$ cat src/rtl/clk_tree_eval_pkg.sv
package clk_tree_eval_pkg;

  typedef enum logic [2:0] {
    ST_IDLE,
    ST_PRE,
    ST_CLK2,
    ST_BUS,
    ST_IPG,
    ST_PER
  } eval_state_t;

  function automatic int wmax(input int a, input int b);
    return (a > b) ? a : b;
  endfunction

endpackage

$ cat src/rtl/clk_tree_eval_divider.sv
module clk_tree_eval_divider #(
  parameter int NUM_W = 40,
  parameter int DEN_W = 7
) (
  input  logic             clk,
  input  logic             rst_n,
  input  logic             go,
  input  logic [NUM_W-1:0] num,
  input  logic [DEN_W-1:0] den,
  output logic             busy,
  output logic             fin,
  output logic [NUM_W-1:0] quo
);
  localparam int CNT_W = $clog2(NUM_W + 1);

  logic [DEN_W-1:0] rem_q;
  logic [NUM_W-1:0] shf_q;
  logic [DEN_W-1:0] den_q;
  logic [CNT_W-1:0] cnt_q;
  logic [DEN_W:0]   trial;
  logic             fits;

  // restoring step: bring down next dividend bit, subtract when it fits
  assign trial = {rem_q, shf_q[NUM_W-1]};
  assign fits  = (trial >= {1'b0, den_q});

  always_ff @(posedge clk or negedge rst_n) begin
    if (!rst_n) begin
      rem_q <= '0;
      shf_q <= '0;
      den_q <= '0;
      cnt_q <= '0;
      busy  <= 1'b0;
      fin   <= 1'b0;
    end else begin
      fin <= 1'b0;
      if (go && !busy) begin
        rem_q <= '0;
        shf_q <= num;
        den_q <= den;
        cnt_q <= CNT_W'(NUM_W - 1);
        busy  <= 1'b1;
      end else if (busy) begin
        if (fits) begin
          rem_q <= DEN_W'(trial - {1'b0, den_q});
          shf_q <= {shf_q[NUM_W-2:0], 1'b1};
        end else begin
          rem_q <= trial[DEN_W-1:0];
          shf_q <= {shf_q[NUM_W-2:0], 1'b0};
        end
        if (cnt_q == '0) begin
          busy <= 1'b0;
          fin  <= 1'b1;
        end else begin
          cnt_q <= cnt_q - 1'b1;
        end
      end
    end
  end

  assign quo = shf_q;

  AST_NONZERO_DIVISOR: assert property (@(posedge clk) disable iff (!rst_n)
    go |-> (den != '0));

  AST_NO_REARM: assert property (@(posedge clk) disable iff (!rst_n)
    go |-> !busy);

  AST_FIN_ENDS_RUN: assert property (@(posedge clk) disable iff (!rst_n)
    fin |-> ($past(busy) && !busy));

endmodule

$ cat src/rtl/clk_tree_eval_operands.sv
module clk_tree_eval_operands
  import clk_tree_eval_pkg::*;
#(
  parameter int REF_HZ      = 24_000_000,
  parameter int PROD_W      = 40,
  parameter int DEN_W       = 7,
  parameter int FRAC_W      = 6,
  parameter int CLK2_PODF_W = 3,
  parameter int AHB_PODF_W  = 3,
  parameter int IPG_PODF_W  = 2,
  parameter int PER_PODF_W  = 6
) (
  input  eval_state_t             state,
  input  logic                    div22,
  input  logic [1:0]              pre_sel,
  input  logic [FRAC_W-1:0]       pfd0_frac,
  input  logic [FRAC_W-1:0]       pfd2_frac,
  input  logic [1:0]              clk2_sel,
  input  logic [CLK2_PODF_W-1:0]  clk2_podf,
  input  logic                    periph_sel,
  input  logic [AHB_PODF_W-1:0]   ahb_podf,
  input  logic [IPG_PODF_W-1:0]   ipg_podf,
  input  logic                    per_sel,
  input  logic [PER_PODF_W-1:0]   per_podf,
  input  logic [PROD_W-1:0]       pre_hz,
  input  logic [PROD_W-1:0]       clk2_hz,
  input  logic [PROD_W-1:0]       bus_hz,
  input  logic [PROD_W-1:0]       ipg_hz,
  output logic [PROD_W-1:0]       num,
  output logic [DEN_W-1:0]        den,
  output logic                    pfd_zero
);
  localparam logic [PROD_W-1:0] REF_W  = PROD_W'(REF_HZ);
  localparam logic [PROD_W-1:0] USB_HZ = REF_W * PROD_W'(20);
  localparam logic [DEN_W-1:0]  ONE    = DEN_W'(1);

  logic [PROD_W-1:0] sys_hz;
  logic [PROD_W-1:0] pfd_num;
  logic [FRAC_W-1:0] frac;
  logic              use_pfd;
  logic [PROD_W-1:0] clk2_src;
  logic [PROD_W-1:0] periph_hz;

  assign sys_hz   = REF_W * PROD_W'(div22 ? 22 : 20);
  assign pfd_num  = sys_hz * PROD_W'(18);
  assign frac     = (pre_sel == 2'd2) ? pfd0_frac : pfd2_frac;
  assign use_pfd  = (pre_sel != 2'd0);
  assign pfd_zero = use_pfd && (frac == '0);

  always_comb begin
    case (clk2_sel)
      2'd0:    clk2_src = USB_HZ;
      2'd1:    clk2_src = REF_W;
      default: clk2_src = '0;   // bypass input and reserved code
    endcase
  end

  assign periph_hz = periph_sel ? clk2_hz : pre_hz;

  always_comb begin
    num = '0;
    den = ONE;
    case (state)
      ST_PRE: begin
        if (!use_pfd) begin
          num = sys_hz;
        end else if (!pfd_zero) begin
          num = pfd_num;
          den = DEN_W'(frac);
        end
      end
      ST_CLK2: begin
        num = clk2_src;
        den = DEN_W'(clk2_podf) + ONE;
      end
      ST_BUS: begin
        num = periph_hz;
        den = DEN_W'(ahb_podf) + ONE;
      end
      ST_IPG: begin
        num = bus_hz;
        den = DEN_W'(ipg_podf) + ONE;
      end
      ST_PER: begin
        num = per_sel ? REF_W : ipg_hz;
        den = DEN_W'(per_podf) + ONE;
      end
      default: begin
        num = '0;
        den = ONE;
      end
    endcase
  end

endmodule

$ cat src/rtl/clk_tree_eval.sv
module clk_tree_eval
  import clk_tree_eval_pkg::*;
#(
  parameter int REF_HZ      = 24_000_000,
  parameter int PROD_W      = 40,
  parameter int OUT_W       = 32,
  parameter int FRAC_W      = 6,
  parameter int CLK2_PODF_W = 3,
  parameter int AHB_PODF_W  = 3,
  parameter int IPG_PODF_W  = 2,
  parameter int PER_PODF_W  = 6
) (
  input  logic                    clk,
  input  logic                    rst_n,
  input  logic                    start,
  input  logic                    pll_sys_div22,
  input  logic [1:0]              pre_sel,
  input  logic [FRAC_W-1:0]       pfd0_frac,
  input  logic [FRAC_W-1:0]       pfd2_frac,
  input  logic [1:0]              clk2_sel,
  input  logic [CLK2_PODF_W-1:0]  clk2_podf,
  input  logic                    periph_sel,
  input  logic [AHB_PODF_W-1:0]   ahb_podf,
  input  logic [IPG_PODF_W-1:0]   ipg_podf,
  input  logic                    per_sel,
  input  logic [PER_PODF_W-1:0]   per_podf,
  output logic                    busy,
  output logic                    done,
  output logic [OUT_W-1:0]        bus_hz,
  output logic [OUT_W-1:0]        ipg_hz,
  output logic [OUT_W-1:0]        per_hz,
  output logic [OUT_W-1:0]        ref_div_hz,
  output logic                    pfd_err
);
  localparam int DEN_W = wmax(wmax(FRAC_W, CLK2_PODF_W),
                              wmax(wmax(AHB_PODF_W, IPG_PODF_W), PER_PODF_W)) + 1;

  eval_state_t state;
  logic        issue;

  // snapshot of the fields taken at an accepted start
  logic                   s_div22;
  logic [1:0]             s_pre;
  logic [FRAC_W-1:0]      s_pfd0;
  logic [FRAC_W-1:0]      s_pfd2;
  logic [1:0]             s_c2sel;
  logic [CLK2_PODF_W-1:0] s_c2podf;
  logic                   s_psel;
  logic [AHB_PODF_W-1:0]  s_ahb;
  logic [IPG_PODF_W-1:0]  s_ipg;
  logic                   s_persel;
  logic [PER_PODF_W-1:0]  s_perpodf;

  logic [PROD_W-1:0] pre_r, c2_r, bus_r, ipg_r;
  logic              err_r;

  logic [PROD_W-1:0] op_num;
  logic [DEN_W-1:0]  op_den;
  logic              op_pfd_zero;
  logic              div_busy, div_fin;
  logic [PROD_W-1:0] div_quo;

  clk_tree_eval_operands #(
    .REF_HZ(REF_HZ), .PROD_W(PROD_W), .DEN_W(DEN_W), .FRAC_W(FRAC_W),
    .CLK2_PODF_W(CLK2_PODF_W), .AHB_PODF_W(AHB_PODF_W),
    .IPG_PODF_W(IPG_PODF_W), .PER_PODF_W(PER_PODF_W)
  ) i_ops (
    .state(state), .div22(s_div22), .pre_sel(s_pre),
    .pfd0_frac(s_pfd0), .pfd2_frac(s_pfd2),
    .clk2_sel(s_c2sel), .clk2_podf(s_c2podf), .periph_sel(s_psel),
    .ahb_podf(s_ahb), .ipg_podf(s_ipg), .per_sel(s_persel), .per_podf(s_perpodf),
    .pre_hz(pre_r), .clk2_hz(c2_r), .bus_hz(bus_r), .ipg_hz(ipg_r),
    .num(op_num), .den(op_den), .pfd_zero(op_pfd_zero)
  );

  clk_tree_eval_divider #(.NUM_W(PROD_W), .DEN_W(DEN_W)) i_div (
    .clk(clk), .rst_n(rst_n), .go(issue), .num(op_num), .den(op_den),
    .busy(div_busy), .fin(div_fin), .quo(div_quo)
  );

  assign busy       = (state != ST_IDLE);
  assign ref_div_hz = OUT_W'(REF_HZ / 8);

  always_ff @(posedge clk or negedge rst_n) begin
    if (!rst_n) begin
      state     <= ST_IDLE;
      issue     <= 1'b0;
      s_div22   <= 1'b0;
      s_pre     <= '0;
      s_pfd0    <= '0;
      s_pfd2    <= '0;
      s_c2sel   <= '0;
      s_c2podf  <= '0;
      s_psel    <= 1'b0;
      s_ahb     <= '0;
      s_ipg     <= '0;
      s_persel  <= 1'b0;
      s_perpodf <= '0;
      pre_r     <= '0;
      c2_r      <= '0;
      bus_r     <= '0;
      ipg_r     <= '0;
      err_r     <= 1'b0;
      done      <= 1'b0;
      bus_hz    <= '0;
      ipg_hz    <= '0;
      per_hz    <= '0;
      pfd_err   <= 1'b0;
    end else begin
      done  <= 1'b0;
      issue <= 1'b0;
      case (state)
        ST_IDLE: begin
          if (start) begin
            s_div22   <= pll_sys_div22;
            s_pre     <= pre_sel;
            s_pfd0    <= pfd0_frac;
            s_pfd2    <= pfd2_frac;
            s_c2sel   <= clk2_sel;
            s_c2podf  <= clk2_podf;
            s_psel    <= periph_sel;
            s_ahb     <= ahb_podf;
            s_ipg     <= ipg_podf;
            s_persel  <= per_sel;
            s_perpodf <= per_podf;
            state     <= ST_PRE;
            issue     <= 1'b1;
          end
        end
        ST_PRE: if (div_fin) begin
          pre_r <= (s_pre == 2'd3) ? (div_quo >> 1) : div_quo;
          err_r <= op_pfd_zero;
          state <= ST_CLK2;
          issue <= 1'b1;
        end
        ST_CLK2: if (div_fin) begin
          c2_r  <= div_quo;
          state <= ST_BUS;
          issue <= 1'b1;
        end
        ST_BUS: if (div_fin) begin
          bus_r <= div_quo;
          state <= ST_IPG;
          issue <= 1'b1;
        end
        ST_IPG: if (div_fin) begin
          ipg_r <= div_quo;
          state <= ST_PER;
          issue <= 1'b1;
        end
        ST_PER: if (div_fin) begin
          bus_hz  <= bus_r[OUT_W-1:0];
          ipg_hz  <= ipg_r[OUT_W-1:0];
          per_hz  <= div_quo[OUT_W-1:0];
          pfd_err <= err_r;
          done    <= 1'b1;
          state   <= ST_IDLE;
        end
        default: state <= ST_IDLE;
      endcase
    end
  end

  AST_DONE_PULSE: assert property (@(posedge clk) disable iff (!rst_n)
    done |=> !done);

  AST_DONE_ENDS_BUSY: assert property (@(posedge clk) disable iff (!rst_n)
    done |-> (!busy && $past(busy)));

  AST_HOLD_OUTPUTS: assert property (@(posedge clk) disable iff (!rst_n)
    !done |-> ($stable(bus_hz) && $stable(ipg_hz) && $stable(per_hz) && $stable(pfd_err)));

  AST_SNAPSHOT_FROZEN: assert property (@(posedge clk) disable iff (!rst_n)
    (busy && $past(busy)) |-> ($stable(s_pre) && $stable(s_pfd0) && $stable(s_pfd2)
                               && $stable(s_c2sel) && $stable(s_perpodf)));

  AST_ERR_NEEDS_PFD: assert property (@(posedge clk) disable iff (!rst_n)
    (done && pfd_err) |-> (s_pre != 2'd0));

  AST_DIV_WITHIN_RUN: assert property (@(posedge clk) disable iff (!rst_n)
    div_busy |-> busy);

endmodule

$ cat config.mk
export PLATFORM = sky130hd
export DESIGN_NAME = clk_tree_eval
export DESIGN_NICKNAME = d
export VERILOG_FILES = /design/src/rtl/clk_tree_eval_pkg.sv /design/src/rtl/clk_tree_eval_divider.sv /design/src/rtl/clk_tree_eval_operands.sv /design/src/rtl/clk_tree_eval.sv
export SDC_FILE = /design/constraint.sdc
export NUM_CORES = 1
export LEC_CHECK = 0
export CAP_MARGIN = 25
export CORE_ASPECT_RATIO = 0.9
export CORE_UTILIZATION = 45
export CTS_BUF_LIST = sky130_fd_sc_hd__clkbuf_4
export DETAILED_ROUTE_END_ITERATION = 7
export PLACE_DENSITY = 0.63
export SLEW_MARGIN = 30
export SYNTH_ARGS = -nofsm -noshare
export SYNTH_HDL_FRONTEND = slang
export SYNTH_HIERARCHICAL = 1
export SYNTH_SLANG_ARGS = --single-unit
$ cat constraint.sdc
create_clock -name clk -period 2.77 [get_ports clk]
set_clock_uncertainty 0.15 [all_clocks]
set_input_delay 0.277 -clock clk [delete_from_list [all_inputs] [get_ports clk]]
set_output_delay 0.277 -clock clk [all_outputs]
set_load 0.01 [all_outputs]
==> summary.md <==
| Metric | Value |
|---|---|
| CP delay by family, top | buffers and inverters |
| CTS clk-pin slew, worst paths | about 0.06 ns |
| Share of layout cells above drive strength 1 | between 30 and 40% |
| Hold WS | 0.0488 ns |
| Status | complete, but fails checks |
| Final Instance Area | 0.0204 mm2 |
| Die footprint | approximately 0.038 mm2 |
| Simple-gate area share of the yosys netlist | under 10% |
| Asr flop ratio synth | between 90% and 100% |
| Vias per inst | roughly 5.5 |
| Post-synth cell types | just under 80 |
| Gate power share | a little under a third |
| Final setup viols | 0 |
| Largest net degree at the start of global routing | 75 |
| Switching Fraction | 35.6% |
| TritonCTS Buffers | 95 |
| Max_cap viols | 0 |
| Dominant synthesized flop cell | dfrtp_1 |
| Die Wd | just over 200 um |
| Critical-path maximum fanout | 13 |
| Power per cell area | between 800 and 900 mW/mm2 |
| I/O pin total | ~170 |
| Largest family of logic cells by synthesized area | multiplexers |
| Slew @ Worst Pin | around 0.74 ns |
| Compound-Gate Fraction of Synth Area | 8.84% |
| Core Util, Final | 54.9% |
| Worst endpoint required time | about 2.3 ns |
| Final worst slack | approximately 0.2 ns |
| H-tree Lvls | 3 |
| Residual DRC | 11 |
| Tmin final | 2.57 ns |
| GRT overflow | 0 |
| Setup bufs post-CTS | 0 |
| Row cnt | between 60 and 70 |
| Crit end category | output port |
| CTS tree | yes |
| RSZ-0062 raised after global routing | no |
| Placement Setup Slack | 0.330 ns |
| Sw Pwr | between 0.006 and 0.007 W |
| Port bufs | between 100 and 150 |
| Placement Cell Area | 0.0188 mm2 |
| Int Power | 0.0115 W |
| Failing checks | design-rule violations |
| Starting density of the core | 45.6% |
| Clock share of power | 27.1% |
| Slew Limit Fails | 0 |
| Crit path largest cell delay | 0.50 ns |
| Ys Warns | 6 |
| Clk buf depth | 3 |
| Drt total wl | around 41 mm |
| Worst skew pair latency | 0.74 ns |
| Core area | 0.0371 mm2 |
| Post-synthesis adder-cell area fraction | under 10% |
| Final period utilization | between 90% and 100% |
| Number of global-route vias before repair | 11900 |
| Worst EP arrival | 2.14 ns |
| Overall die height | 186 um |
| Cells after Synth | around 1400 |
| Synth Area in XOR/XNOR | less than 1% |
| Final nets | 1627 |
| Power share of the sequential group | between 40% and 50% |
| EDFF count, synth | 0 |
| Flops & latches, synth | 358 |
| Max VDD drop | 0.000351 V |
| Setup TNS Final | 0 ns |
| HPWL Detailed | approximately 25 mm |
| Peak Freq | around 390 MHz |
| DR vias | ~12000 |
| Gp weighted congestion | between 0.8 and 0.9 |
| Initial DRC count | 694 |
| Max_slew headroom | between 50% and 60% |
| Leak | approximately 9.6 nW |
| Drt wl/cell | 19.3 um |
| Crit Path Category | reg2out |
| Critical path launch point type | flip-flop |
| Mux contribution to synthesized area | roughly 25% |
| Worst hold path type | in2reg |
| Mapped cell area | 0.0169 mm2 |
| Sequential element share of the synthesized area | 52.9% |
| Mean Syn Cell Area | 12.5 um2 |
| Area delta synth->final | 20.5% |
| Antenna violations before repair | 1 |
| Pre-antenna DRT Iters | 8 |
| First-pass GRT wire length | 66.6 mm |
| Worst Path Buf+Inv | 2 |
| Final ANT Viol Nets | 0 |
| Gr usage total | ~22% |
| Clock Tree Root | clkbuf_4 |
| Final Hold Fails | 0 |
| Crit-path slowest cell | dfrtp_2 |
| CTS sink count | around 360 |
| Worst path cell trace | buf_4, or3_4, dlygate4sd2_1 |
==> metal layers <==
metal,vias to the layer above,global-route usage [%],share of wire [%]
met3,95,3.87,4.8
met1,5840,30.2,45
met4,0,9.91,3.1
li1,5363,-,-
met2,340,34.9,47
met5,-,0,0
==> cells by family (layout without fill, tap and decap cells) <==
| logic type | count (synthesis) | count (layout) |
|---|---|---|
| compound gates | 227 | 227 |
| xor+xnor | 10 | 10 |
| fa+ha+maj | 14 | 14 |
| buf+inv | 141 | 400 |
| flops | 358 | 358 |
| mux | 378 | 378 |
| other cells | 2 | 34 |
| simple gates | 227 | 227 |
==> through the flow <==
step / total power, W / std cells
2_1_floorplan: 0.0111 / 1387
3_3_place_gp: 0.0128 / 1934
5_1_grt: 0.0189 / 2131
3_5_place_dp: 0.0130 / 1934
6_report: 0.0178 / 2131
4_1_cts: 0.0179 / 2128
==> worst paths after layout <==
| path | start | to | slack (ns) | cells past startpoint |
|---|---|---|---|---|
| max | state[0]$_DFFE_PN0P_ | busy | 0.20 | 3 |
| min | per_podf[0] | s_perpodf[0]$_DFFE_PN0P_ | 0.05 | 2 |
| max reg2reg | i_div/quo[39]$_DFFE_PN0P_ | i_div/rem_q[1]$_DFFE_PN0P_ | 0.34 | 10 |
| min reg2reg | c2_r[4]$_DFFE_PN0P_ | c2_r[4]$_DFFE_PN0P_ | 0.34 | 1 |
| max in group asynchronous | rst_n | per_hz[30]$_DFFE_PN0P_ | 1.45 | 4 |
| min in group asynchronous | rst_n | ipg_r[17]$_DFFE_PN0P_ | 0.58 | 4 |
==> power groups by stage <==
stage	Clock (W)	Combinational (W)	Sequential, W
after global routing	0.00526	0.00609	0.00756
after detailed placement	0	0.00550	0.00746
final	0.00482	0.00558	0.00739
after global placement	0	0.00537	0.00744
after floorplan	0	0.00416	0.00692
after CTS	0.00499	0.00556	0.00738
==> layout make-up <==
class                           count  area (um2)
Antenna cell                        2        5.00
Clock buffer                      149        1120
Clock inverter                     17         144
Fill cell                        3195       16700
Inverter                           22        82.6
Multi-Input combinational cell    888        7260
Sequential cell                   358        8960
Tap cell                          483         604
Timing Repair Buffer              212        2220
==> synth_stat cells, types with 4 or more instances <==
library cell	instances	area [um2]
inv_1	21	78.8
nand3_1	13	65.1
nor3_1	5	25.0
xor2_1	7	61.3
ha_1	13	163
mux2_4	30	450
o22ai_1	11	68.8
o21ai_0	68	340
buf_1	6	22.5
mux2_2	244	2750
nand3b_1	7	52.6
a211oi_1	4	30.0
nor2b_1	4	25.0
buf_2	38	190
a31oi_1	9	56.3
nand2_1	73	274
nor2_1	88	330
or3_1	4	25.0
mux2i_1	99	991
buf_6	9	101
a222oi_1	26	260
dfrtp_1	358	8960
buf_4	44	330
nand4_1	5	31.3
o2bb2ai_1	4	35.0
clkbuf_1	19	71.3
mux2_1	5	56.3
a21oi_1	68	340
==> what timing repair did <==
action | in CTS | in global routing
hold endpoints to repair | 383 | 1
hold buffers | 28 | 1
gates resized for setup | 2 | 0
endpoints found under the setup margin | 1 | 0
==> registers in the layout (all words and copies together) (netlist names), 7 cells and up <==
signal,flops
bus_r,40
ipg_hz,32
i_div/quo,40
i_div/rem_q,7
ipg_r,40
c2_r,40
pre_r,40
bus_hz,32
per_hz,32
i_div/den_q,7
==> layout by cell type, fill, tap and decap left out, drive strengths merged, types with 4 or more instances in the layout <==
cell type      count
nor3               6
a21oi             68
a31oi              9
dlygate4sd3       28
a222oi            26
dfrtp            358
o22ai             11
nor2              90
nand4              5
o211ai             4
xor2               7
o2bb2ai            4
buf               51
ha                13
nand3b             8
a211oi             5
conb              32
clkinv            15
or3                5
clkbuf           149
nor2b              4
o21ai             69
nor3b              4
inv               21
mux2i             99
nand3             13
mux2             279
nand2             73
clkdlybuf4s50    132
No activity file was read; power rests on OpenSTA's default activity.
